[config.mk]
export PLATFORM = sky130hd
export DESIGN_NAME = tag_select_responder
export DESIGN_NICKNAME = d
export VERILOG_FILES = /design/src/rtl/tsr_pkg.sv /design/src/rtl/tsr_datapath.sv /design/src/rtl/tsr_control.sv /design/src/rtl/tag_select_responder.sv
export SDC_FILE = /design/constraint.sdc
export NUM_CORES = 1
export LEC_CHECK = 0
export ABC_CLOCK_PERIOD_IN_PS = 3300
export BUFFER_PORTS_ARGS = -buffer_cell sky130_fd_sc_hd__buf_2
export CORE_MARGIN = 3
export CORE_UTILIZATION = 55
export DETAILED_ROUTE_END_ITERATION = 6
export PLACE_DENSITY = 0.77
export REMOVE_ABC_BUFFERS = 1
export SLEW_MARGIN = 0
export SYNTH_ARGS = -nofsm -noshare
export SYNTH_HDL_FRONTEND = slang
export SYNTH_HIERARCHICAL = 1
export SYNTH_SLANG_ARGS = --single-unit
[constraint.sdc]
create_clock -name clk -period 3.3 [get_ports clk]
set_clock_uncertainty 0.1 [all_clocks]
set_input_delay 0.33 -clock clk [delete_from_list [all_inputs] [get_ports clk]]
set_output_delay 0.33 -clock clk [all_outputs]
set_load 0.05 [all_outputs]
[src/rtl/tsr_pkg.sv]
package tsr_pkg;

  typedef enum logic [1:0] {
    ST_IDLE,
    ST_RECV,
    ST_CHECK,
    ST_SEND
  } tsrState_t;

  typedef struct packed {
    logic startFrame;
    logic takeByte;
    logic latchCfg;
    logic txStart;
    logic txAdvance;
  } tsrCtl_t;

  localparam logic [7:0]  CMD_SELECT   = 8'hE0;
  localparam logic [7:0]  ANS_LEN      = 8'h05;
  localparam logic [7:0]  ANS_FORMAT   = 8'h78;
  localparam logic [7:0]  ANS_RATES    = 8'h00;
  localparam logic [7:0]  ANS_OPTION   = 8'h02;
  localparam int          ANS_BYTES    = 7;
  localparam int          ANS_BODY     = 5;
  localparam int          CMD_BYTES    = 4;
  localparam logic [15:0] CRC_POLY_REF = 16'h8408;

  function automatic logic [15:0] crcStep(input logic [15:0] crcIn, input logic [7:0] dataIn);
    logic [15:0] r;
    r = crcIn ^ {8'h00, dataIn};
    for (int k = 0; k < 8; k++) begin
      if (r[0]) r = (r >> 1) ^ CRC_POLY_REF;
      else      r = r >> 1;
    end
    return r;
  endfunction

  // returns {legal, size}
  function automatic logic [9:0] sizeLookup(input logic [3:0] idx);
    logic [9:0] res;
    case (idx)
      4'd0:    res = {1'b1, 9'd16};
      4'd1:    res = {1'b1, 9'd24};
      4'd2:    res = {1'b1, 9'd32};
      4'd3:    res = {1'b1, 9'd40};
      4'd4:    res = {1'b1, 9'd48};
      4'd5:    res = {1'b1, 9'd64};
      4'd6:    res = {1'b1, 9'd96};
      4'd7:    res = {1'b1, 9'd128};
      4'd8:    res = {1'b1, 9'd256};
      4'd15:   res = {1'b1, 9'd256};
      default: res = {1'b0, 9'd0};
    endcase
    return res;
  endfunction

endpackage

[src/rtl/tsr_datapath.sv]
module tsr_datapath
  import tsr_pkg::*;
#(
  parameter int          MAX_FRAME   = 256,
  parameter logic [7:0]  TIMING_BYTE = 8'h50,
  parameter logic [15:0] CRC_PRESET  = 16'h6363
) (
  input  logic       clk,
  input  logic       rstN,
  input  tsrCtl_t    ctl,
  input  logic [7:0] inData,
  output logic       frameOk,
  output logic [7:0] txByte,
  output logic       txLast,
  output logic       cfgStrobe,
  output logic [8:0] maxSize,
  output logic [3:0] devId
);

  localparam int CNT_W = $clog2(MAX_FRAME + 2);
  localparam logic [CNT_W-1:0] CNT_SAT = CNT_W'(MAX_FRAME + 1);
  localparam int IDX_W = $clog2(ANS_BYTES);

  logic [CNT_W-1:0] byteCnt;
  logic [7:0]       firstByte;
  logic [7:0]       paramByte;
  logic [15:0]      rxCrc;
  logic [IDX_W-1:0] txIdx;
  logic [15:0]      txCrc;
  logic [9:0]       sizeInfo;

  assign sizeInfo = sizeLookup(paramByte[7:4]);

  always_ff @(posedge clk or negedge rstN) begin
    if (!rstN) begin
      byteCnt   <= '0;
      firstByte <= '0;
      paramByte <= '0;
      rxCrc     <= CRC_PRESET;
    end else if (ctl.startFrame) begin
      byteCnt   <= CNT_W'(1);
      firstByte <= inData;
      paramByte <= '0;
      rxCrc     <= crcStep(CRC_PRESET, inData);
    end else if (ctl.takeByte) begin
      if (byteCnt != CNT_SAT) byteCnt <= byteCnt + CNT_W'(1);
      if (byteCnt == CNT_W'(1)) paramByte <= inData;
      rxCrc <= crcStep(rxCrc, inData);
    end
  end

  // residue of a reflected CRC with no final inversion over data plus its CRC is zero
  assign frameOk = (byteCnt == CNT_W'(CMD_BYTES)) && (firstByte == CMD_SELECT) &&
                   (rxCrc == 16'h0000) && sizeInfo[9] && (paramByte[3:0] != 4'hF);

  always_ff @(posedge clk or negedge rstN) begin
    if (!rstN) begin
      maxSize   <= '0;
      devId     <= '0;
      cfgStrobe <= 1'b0;
    end else begin
      cfgStrobe <= ctl.latchCfg;
      if (ctl.latchCfg) begin
        maxSize <= sizeInfo[8:0];
        devId   <= paramByte[3:0];
      end
    end
  end

  always_comb begin
    case (txIdx)
      IDX_W'(0): txByte = ANS_LEN;
      IDX_W'(1): txByte = ANS_FORMAT;
      IDX_W'(2): txByte = ANS_RATES;
      IDX_W'(3): txByte = TIMING_BYTE;
      IDX_W'(4): txByte = ANS_OPTION;
      IDX_W'(5): txByte = txCrc[7:0];
      default:   txByte = txCrc[15:8];
    endcase
  end

  assign txLast = (txIdx == IDX_W'(ANS_BYTES - 1));

  always_ff @(posedge clk or negedge rstN) begin
    if (!rstN) begin
      txIdx <= '0;
      txCrc <= CRC_PRESET;
    end else if (ctl.txStart) begin
      txIdx <= '0;
      txCrc <= CRC_PRESET;
    end else if (ctl.txAdvance) begin
      txIdx <= txIdx + IDX_W'(1);
      if (txIdx < IDX_W'(ANS_BODY)) txCrc <= crcStep(txCrc, txByte);
    end
  end

  AST_STROBE_PULSE: assert property (@(posedge clk) disable iff (!rstN)
    cfgStrobe |=> !cfgStrobe);
  AST_ID_LEGAL: assert property (@(posedge clk) disable iff (!rstN)
    cfgStrobe |-> (devId != 4'hF && maxSize >= 9'd16));
  AST_CFG_HOLD: assert property (@(posedge clk) disable iff (!rstN)
    !ctl.latchCfg |=> $stable(maxSize) && $stable(devId));

endmodule

[src/rtl/tsr_control.sv]
module tsr_control
  import tsr_pkg::*;
(
  input  logic    clk,
  input  logic    rstN,
  input  logic    inValid,
  input  logic    inSof,
  input  logic    inEof,
  input  logic    frameOk,
  input  logic    txLast,
  input  logic    outReady,
  output tsrCtl_t ctl,
  output logic    sending
);

  tsrState_t state, nextState;

  always_ff @(posedge clk or negedge rstN) begin
    if (!rstN) state <= ST_IDLE;
    else       state <= nextState;
  end

  always_comb begin
    ctl       = '0;
    nextState = state;
    case (state)
      ST_IDLE: begin
        if (inValid && inSof) begin
          ctl.startFrame = 1'b1;
          nextState = inEof ? ST_CHECK : ST_RECV;
        end
      end
      ST_RECV: begin
        if (inValid) begin
          if (inSof) ctl.startFrame = 1'b1;
          else       ctl.takeByte   = 1'b1;
          if (inEof) nextState = ST_CHECK;
        end
      end
      ST_CHECK: begin
        if (frameOk) begin
          ctl.latchCfg = 1'b1;
          ctl.txStart  = 1'b1;
          nextState    = ST_SEND;
        end else begin
          nextState = ST_IDLE;
        end
      end
      default: begin
        if (outReady) begin
          ctl.txAdvance = 1'b1;
          if (txLast) nextState = ST_IDLE;
        end
      end
    endcase
  end

  assign sending = (state == ST_SEND);

  AST_SEND_ENDS: assert property (@(posedge clk) disable iff (!rstN)
    (state == ST_SEND && outReady && txLast) |=> state == ST_IDLE);
  AST_SEND_BUSY: assert property (@(posedge clk) disable iff (!rstN)
    (state == ST_SEND && !(outReady && txLast)) |=> state == ST_SEND);
  AST_CHECK_ONCE: assert property (@(posedge clk) disable iff (!rstN)
    state == ST_CHECK |=> state != ST_CHECK);

endmodule

[src/rtl/tag_select_responder.sv]
module tag_select_responder
  import tsr_pkg::*;
#(
  parameter int          MAX_FRAME   = 256,
  parameter logic [7:0]  TIMING_BYTE = 8'h50,
  parameter logic [15:0] CRC_PRESET  = 16'h6363
) (
  input  logic       clk,
  input  logic       rstN,
  input  logic       inValid,
  input  logic [7:0] inData,
  input  logic       inSof,
  input  logic       inEof,
  output logic       outValid,
  input  logic       outReady,
  output logic [7:0] outData,
  output logic       outLast,
  output logic       cfgStrobe,
  output logic [8:0] maxSize,
  output logic [3:0] devId
);

  tsrCtl_t ctl;
  logic    frameOk;
  logic    txLast;
  logic    sending;

  tsr_control u_control (
    .clk      (clk),
    .rstN     (rstN),
    .inValid  (inValid),
    .inSof    (inSof),
    .inEof    (inEof),
    .frameOk  (frameOk),
    .txLast   (txLast),
    .outReady (outReady),
    .ctl      (ctl),
    .sending  (sending)
  );

  tsr_datapath #(
    .MAX_FRAME   (MAX_FRAME),
    .TIMING_BYTE (TIMING_BYTE),
    .CRC_PRESET  (CRC_PRESET)
  ) u_datapath (
    .clk       (clk),
    .rstN      (rstN),
    .ctl       (ctl),
    .inData    (inData),
    .frameOk   (frameOk),
    .txByte    (outData),
    .txLast    (txLast),
    .cfgStrobe (cfgStrobe),
    .maxSize   (maxSize),
    .devId     (devId)
  );

  assign outValid = sending;
  assign outLast  = sending && txLast;

  AST_OUT_HOLD: assert property (@(posedge clk) disable iff (!rstN)
    (outValid && !outReady) |=> outValid && $stable(outData) && $stable(outLast));
  AST_STROBE_FIRST: assert property (@(posedge clk) disable iff (!rstN)
    cfgStrobe |-> (outValid && outData == ANS_LEN));

endmodule

==> After elaboration in Yosys (flattened, before gate mapping) <==
Memories as Yosys holds them, arrays and structs flattened.
Index checks and enable logic that the tools add are counted.
{ "op_classes": {"n_eq_ne": 17, "bitwise": 27, "n_addsub": 2, "n_lt_le_gt_ge": 1, "mux": 97, "reduce_logical": 21} }
{ "op_table": {"columns": ["cell", "n"], "rows": [
  ["$mux W16", 71],
  ["$not A2 Y3", 23],
  ["$pmux W8 S6", 1],
  ["$xor A16 B8 Y16", 2],
  ["$mux W9", 3],
  ["$mux W8", 3],
  ["$mux W2", 9],
  ["$logic_not A16 Y1", 1],
  ["$reduce_bool A2 Y1", 5],
  ["$add A9 B1 Y9 const B", 1],
  ["$eq A3 B3 Y1 const B", 3],
  ["$eq A9 B1 Y1 const B", 1],
  ["$eq A9 B3 Y1 const B", 1],
  ["$ne A9 B9 Y1 const B", 1],
  ["$eq A8 B8 Y1 const B", 1],
  ["$not A4 Y8", 1],
  ["$reduce_bool A4 Y1", 2],
  ["$eq A3 B2 Y1 const B", 2],
  ["$logic_and A1 B1 Y1", 6],
  ["$mux W1", 6],
  ["$mux W3", 2],
  ["$pmux W2 S3", 1],
  ["$reduce_and A2 Y1", 3],
  ["$reduce_and A5 Y1", 1],
  ["13 further kinds", 15]
]} }
{ "totals": {"mem_bits_ro": 112, "memories": 1, "input_bits": 14, "word_cells": 176, "out_inout_bits": 24, "register_bits": 76} }
{ "memory_table": {"columns": ["memory", "words", "word_bits", "read_ports", "rd_clocked_by_memory_dff", "write_ports", "line_no", "source"], "rows": [
  ["(name not given)", 16, 7, 1, 0, 0, "tsr_pkg.sv:41", "case (idx)"]
]} }

==> Depth between registers and ports, before layout <==
{ "logic_depth": {"word_depth": 43, "mapped_depth": 11, "depth_no_buf": 8} }

==> Modules after synthesis <==
The synthesis kept the hierarchy.
{ "by_module_without_submodules": {"columns": ["module", "cells_per_inst", "seq_area_each_um2", "instances", "area_per_inst_um2"], "rows": [
  ["tsr_datapath", 495, 1796.7, 1, 4631.9],
  ["tsr_control", 17, 50.0, 1, 165.2],
  ["tag_select_responder", 1, 0.0, 1, 6.3]
]} }

==> Least setup slack after synthesis <==
No wires, ideal clock.
{ "synth_timing": {"kind": "register to output", "startpoint": "reg u_datapath.txIdx[0]", "endpoint": "out outData[6]", "path_slack_ns": -0.045, "arrival_time_ns": 2.915, "path_stages_with_launch": 6, "t_required_ns": 2.870, "n_path_buf": 0, "path_cell_list": "dfrtp_1 -> ha_1 -> ha_1 -> inv_2 -> nand3_1 -> o311ai_0"} }
{ "synth_via": {"elab_chain_len": 2, "elab_cells_between_ends": 7, "classes_between": "eq/ne (5); mux (1); reduce/logical (1)"} }
{ "synth_lines": {"columns": ["item", "line_no", "source"], "rows": [
  ["start, declared", "tsr_datapath.sv:28", "logic [IDX_W-1:0] txIdx;"],
  ["start signal, assigned", "tsr_datapath.sv:92", "txIdx <= txIdx + IDX_W'(1);"],
  ["$eq A3 B3 Y1, or another cell as far along", "tsr_datapath.sv:71", "case (txIdx)"],
  ["$pmux W8 S6 *", "tsr_datapath.sv:71", null],
  ["end, declared", "tag_select_responder.sv:16", "output logic [7:0] outData,"]
]} }
Mark *: on every way between the ends. The rest lies on a longest branch, timed or not.

==> Worst setup path in the final report <==
{ "layout_timing": {"startpoint": "reg u_datapath.byteCnt[6]", "endpoint": "reg u_datapath.devId[1]"} }
{ "layout_via": {"elab_chain_len": 7} }
{ "layout_lines": {"columns": ["item", "line_no", "source"], "rows": [
  ["start, declared", "tsr_datapath.sv:24", "logic [CNT_W-1:0] byteCnt;"],
  ["start signal, assigned", "tsr_datapath.sv:46", "if (byteCnt != CNT_SAT) byteCnt <= byteCnt + CNT_W'(1);"],
  ["$eq A9 B3 Y1", "tsr_datapath.sv:53", "assign frameOk = (byteCnt == CNT_W'(CMD_BYTES)) && (firstByte == CMD_SELECT) &&"],
  ["$logic_and A1 B1 Y1 (2 in series)", "tsr_datapath.sv:53", null],
  ["$logic_and A1 B1 Y1 (2 in series)", "tsr_datapath.sv:54", "(rxCrc == 16'h0000) && sizeInfo[9] && (paramByte[3:0] != 4'hF);"],
  ["named net frameOk", "tag_select_responder.sv:24", "logic frameOk;"],
  ["$mux W2", "tsr_control.sv:41", "if (frameOk) begin"],
  ["$mux W2", "tsr_control.sv:26", "case (state)"],
  ["end signal, assigned", "tsr_datapath.sv:65", "devId <= paramByte[3:0];"],
  ["end, declared", "tsr_datapath.sv:17", "output logic [3:0] devId"]
]} }
The timed path passes the listed nets, and every way through them passes these cells.
A chain may end at the register's enable or synchronous reset.

==> run metrics <==
status finished clean; Starting DRT DRC Count 184; clk buf depth 2; EDFF count, synth 0; PD cells 1000 nW/um^2; final global-route overflow total 0; main flop type after synthesis dfrtp_1; total setup buffers inserted after CTS 0; critical path arrival 3.21 ns; worst skew pair latency 0.34 ns; most common cell in the synthesized netlist dfrtp_1; fraction of registers with async set/reset 1.00; Synth Warn # 6; Top-Level Pins 38; CP Capture Type flop; CP Launch Type flop; WHS 0.0996 ns; Chip Width 99.5 um; Worst-Margin Slew 0.906 ns; Placed Instance Area 5010 um^2; TritonCTS clock tree yes; initial core utilization 0.576; area of the core 8340 um^2; RSZ-0062 raised after global routing false; vias in the first global route 3776; Slew Limit Fails 0; Setup Viol. Count Final 0; synthesized area per cell 9.36 um^2; total track usage 0.225; Area Growth Syn to Fin 9.46%; final wirelength 10.7 mm; GR peak layer met2; placed cell count 627; total power 0.00528 W; htree depth 3; FILL cells 702; fin worst setup slack 0.215 ns; Setup WS pre-CTS 0.222 ns; via count 3909; crit share post-route 0.935; Num CTS Buffers 9; LEAKAGE 2.23 nW; Worst-path clk slew 0.08 ns; Slew Limit Headroom 0.396; fin crit period 3.09 ns; Tightest Hold Check Type input port to asynchronous set/reset pin; port bufs 34; share of layout cells above drive strength 1 0.216; root buf cell clkbuf_8; Die Y 99.5 um; Layout Nets 557; initial antenna violation count 0; first-pass GRT wire length 18.1 mm; CTS Hold Bufs 0; DR vias/cell 6.08; Peak supply drop 478 uV; total of max-cap violations 0; drc violations 0; antenna cells 0; Commonest cells post-synth dfrtp_1 (57), nor2_1 (48), a21oi_1 (37); Synth area leaders dfrtp_1 (30%), dfstp_2 (8.8%), xnor2_1 (5.7%); count of different cell masters after synthesis 79; f_max 0.324 GHz; Synth Register Bits 73; area share of the largest cell type after synthesis 0.297; CP Class flop to flop; final hold viol count 0; largest net degree at the start of global routing 74; M2 GR Usage 0.369; hpwl dp 7.63 mm; Final Instance Count excl. Fillers 643; Detail Route Antenna Nets 0; Max FO, Critical Path 14; full die area 9890 um^2; Core Rows 33; CTS resizes 0; CP required 3.43 ns; Synth Instances 513; Syn Std Cell Area 4800 um^2; register area share after synthesis 0.384; area leader, netlist dfrtp_1; design area 5260 um^2; GR Util met3 0.0273; 1st-pass router iterations 5; average routed wire per standard cell 16.6 um; RD Place Congestion 0.863; CTS Sinks 73; met1 usage 0.301
placed cells by master (no fill, tap or decap), types with 15 or more instances in the layout:
cell     synthesis  final
xor2_1          17     17
mux2i_1         19     19
nand2_1         24     24
o21ai_0         15     15
dfstp_2         16     16
xnor2_1         31     31
nor2_1          48     48
inv_1           25     25
buf_2            4     34
dfrtp_1         57     57
a21oi_1         37     37
sequential cells by signal (all words and copies together), names as in the netlist:
register and count:
u_control/state 2, u_datapath/paramByte 8, u_datapath/maxSize 6, u_datapath/cfgStrobe 1
u_datapath/rxCrc 16, u_datapath/firstByte 8, u_datapath/byteCnt 9, u_datapath/devId 4
u_datapath/txIdx 3, u_datapath/txCrc 16
area by class of cell:
| class | instances | area (um^2) | share of cell area |
|---|---|---|---|
| tap | 105 | 131 | 0.0250 |
| timing repair buffer | 45 | 253 | 0.0481 |
| multi-input combinational | 377 | 2680 | 0.510 |
| sequential | 73 | 1850 | 0.351 |
| inverter | 27 | 101 | 0.0193 |
| clock inverter | 5 | 103 | 0.0195 |
| clock buffer | 11 | 141 | 0.0269 |
where the power goes:
group          switching [W]  total, W  leakage (nW)  internal [W]
registers           0.000349   0.00156         0.895       0.00121
logic                0.00169   0.00287          1.21       0.00117
clock network       0.000330  0.000853         0.120      0.000522
total                0.00237   0.00528          2.23       0.00291
through the flow:
stage          setup TNS, ns   util
3_5_place_dp               0  0.601
3_3_place_gp               0  0.601
6_report                   0  0.630
5_1_grt                    0  0.630
4_1_cts                    0  0.630
2_1_floorplan         -0.189      -
critical path, stage by stage, from the launching register on:
cell	delay [ns]
dfrtp_1	0.42
or4_1	0.55
or3_1	0.38
a2111oi_0	0.45
buf_4	0.20
and3b_2	0.30
buf_4	0.23
mux2_2	0.35
worst paths after layout:
path / startpoint / to / slack (ns) / cells past startpoint
setup / recovery: u_datapath/byteCnt[6]$_DFFE_PN0P_ / u_datapath/devId[1]$_DFFE_PN0P_ / 0.21 / 7
hold / removal: rstN / u_datapath/txIdx[2]$_DFFE_PN0P_ / 0.1 / 2
setup reg to reg: u_datapath/byteCnt[6]$_DFFE_PN0P_ / u_datapath/devId[1]$_DFFE_PN0P_ / 0.21 / 7
hold reg to reg: u_datapath/devId[3]$_DFFE_PN0P_ / u_datapath/devId[3]$_DFFE_PN0P_ / 0.41 / 1
max in group asynchronous: rstN / u_datapath/rxCrc[2]$_DFFE_PN0P_ / 2.42 / 2
min in group clk: inData[1] / u_datapath/rxCrc[4]$_DFFE_PN0P_ / 0.15 / 2
routing by layer:
| metal | routed length (um) | vias up |
|---|---|---|
| li1 | - | 1877 |
| met3 | 491 | 24 |
| met4 | 276 | 0 |
| met1 | 4680 | 1890 |
| met2 | 5240 | 118 |
| met5 | 0 | - |
cell families (layout without fill, tap and decap cells):
| group | Yosys count | after routing | share of synthesized area |
|---|---|---|---|
| AOI/OAI and AO/OA | 127 | 127 | 0.185 |
| xor gates and xnor gates | 50 | 50 | 0.0956 |
| adders and majority gates | 10 | 10 | 0.0260 |
| buffers and inverters | 65 | 88 | 0.0589 |
| DFF | 73 | 73 | 0.384 |
| muxes | 34 | 34 | 0.0771 |
| other | 1 | 3 | 0.000781 |
| and+or+nand+nor | 153 | 153 | 0.172 |
Power figures use the tool's default switching activity.
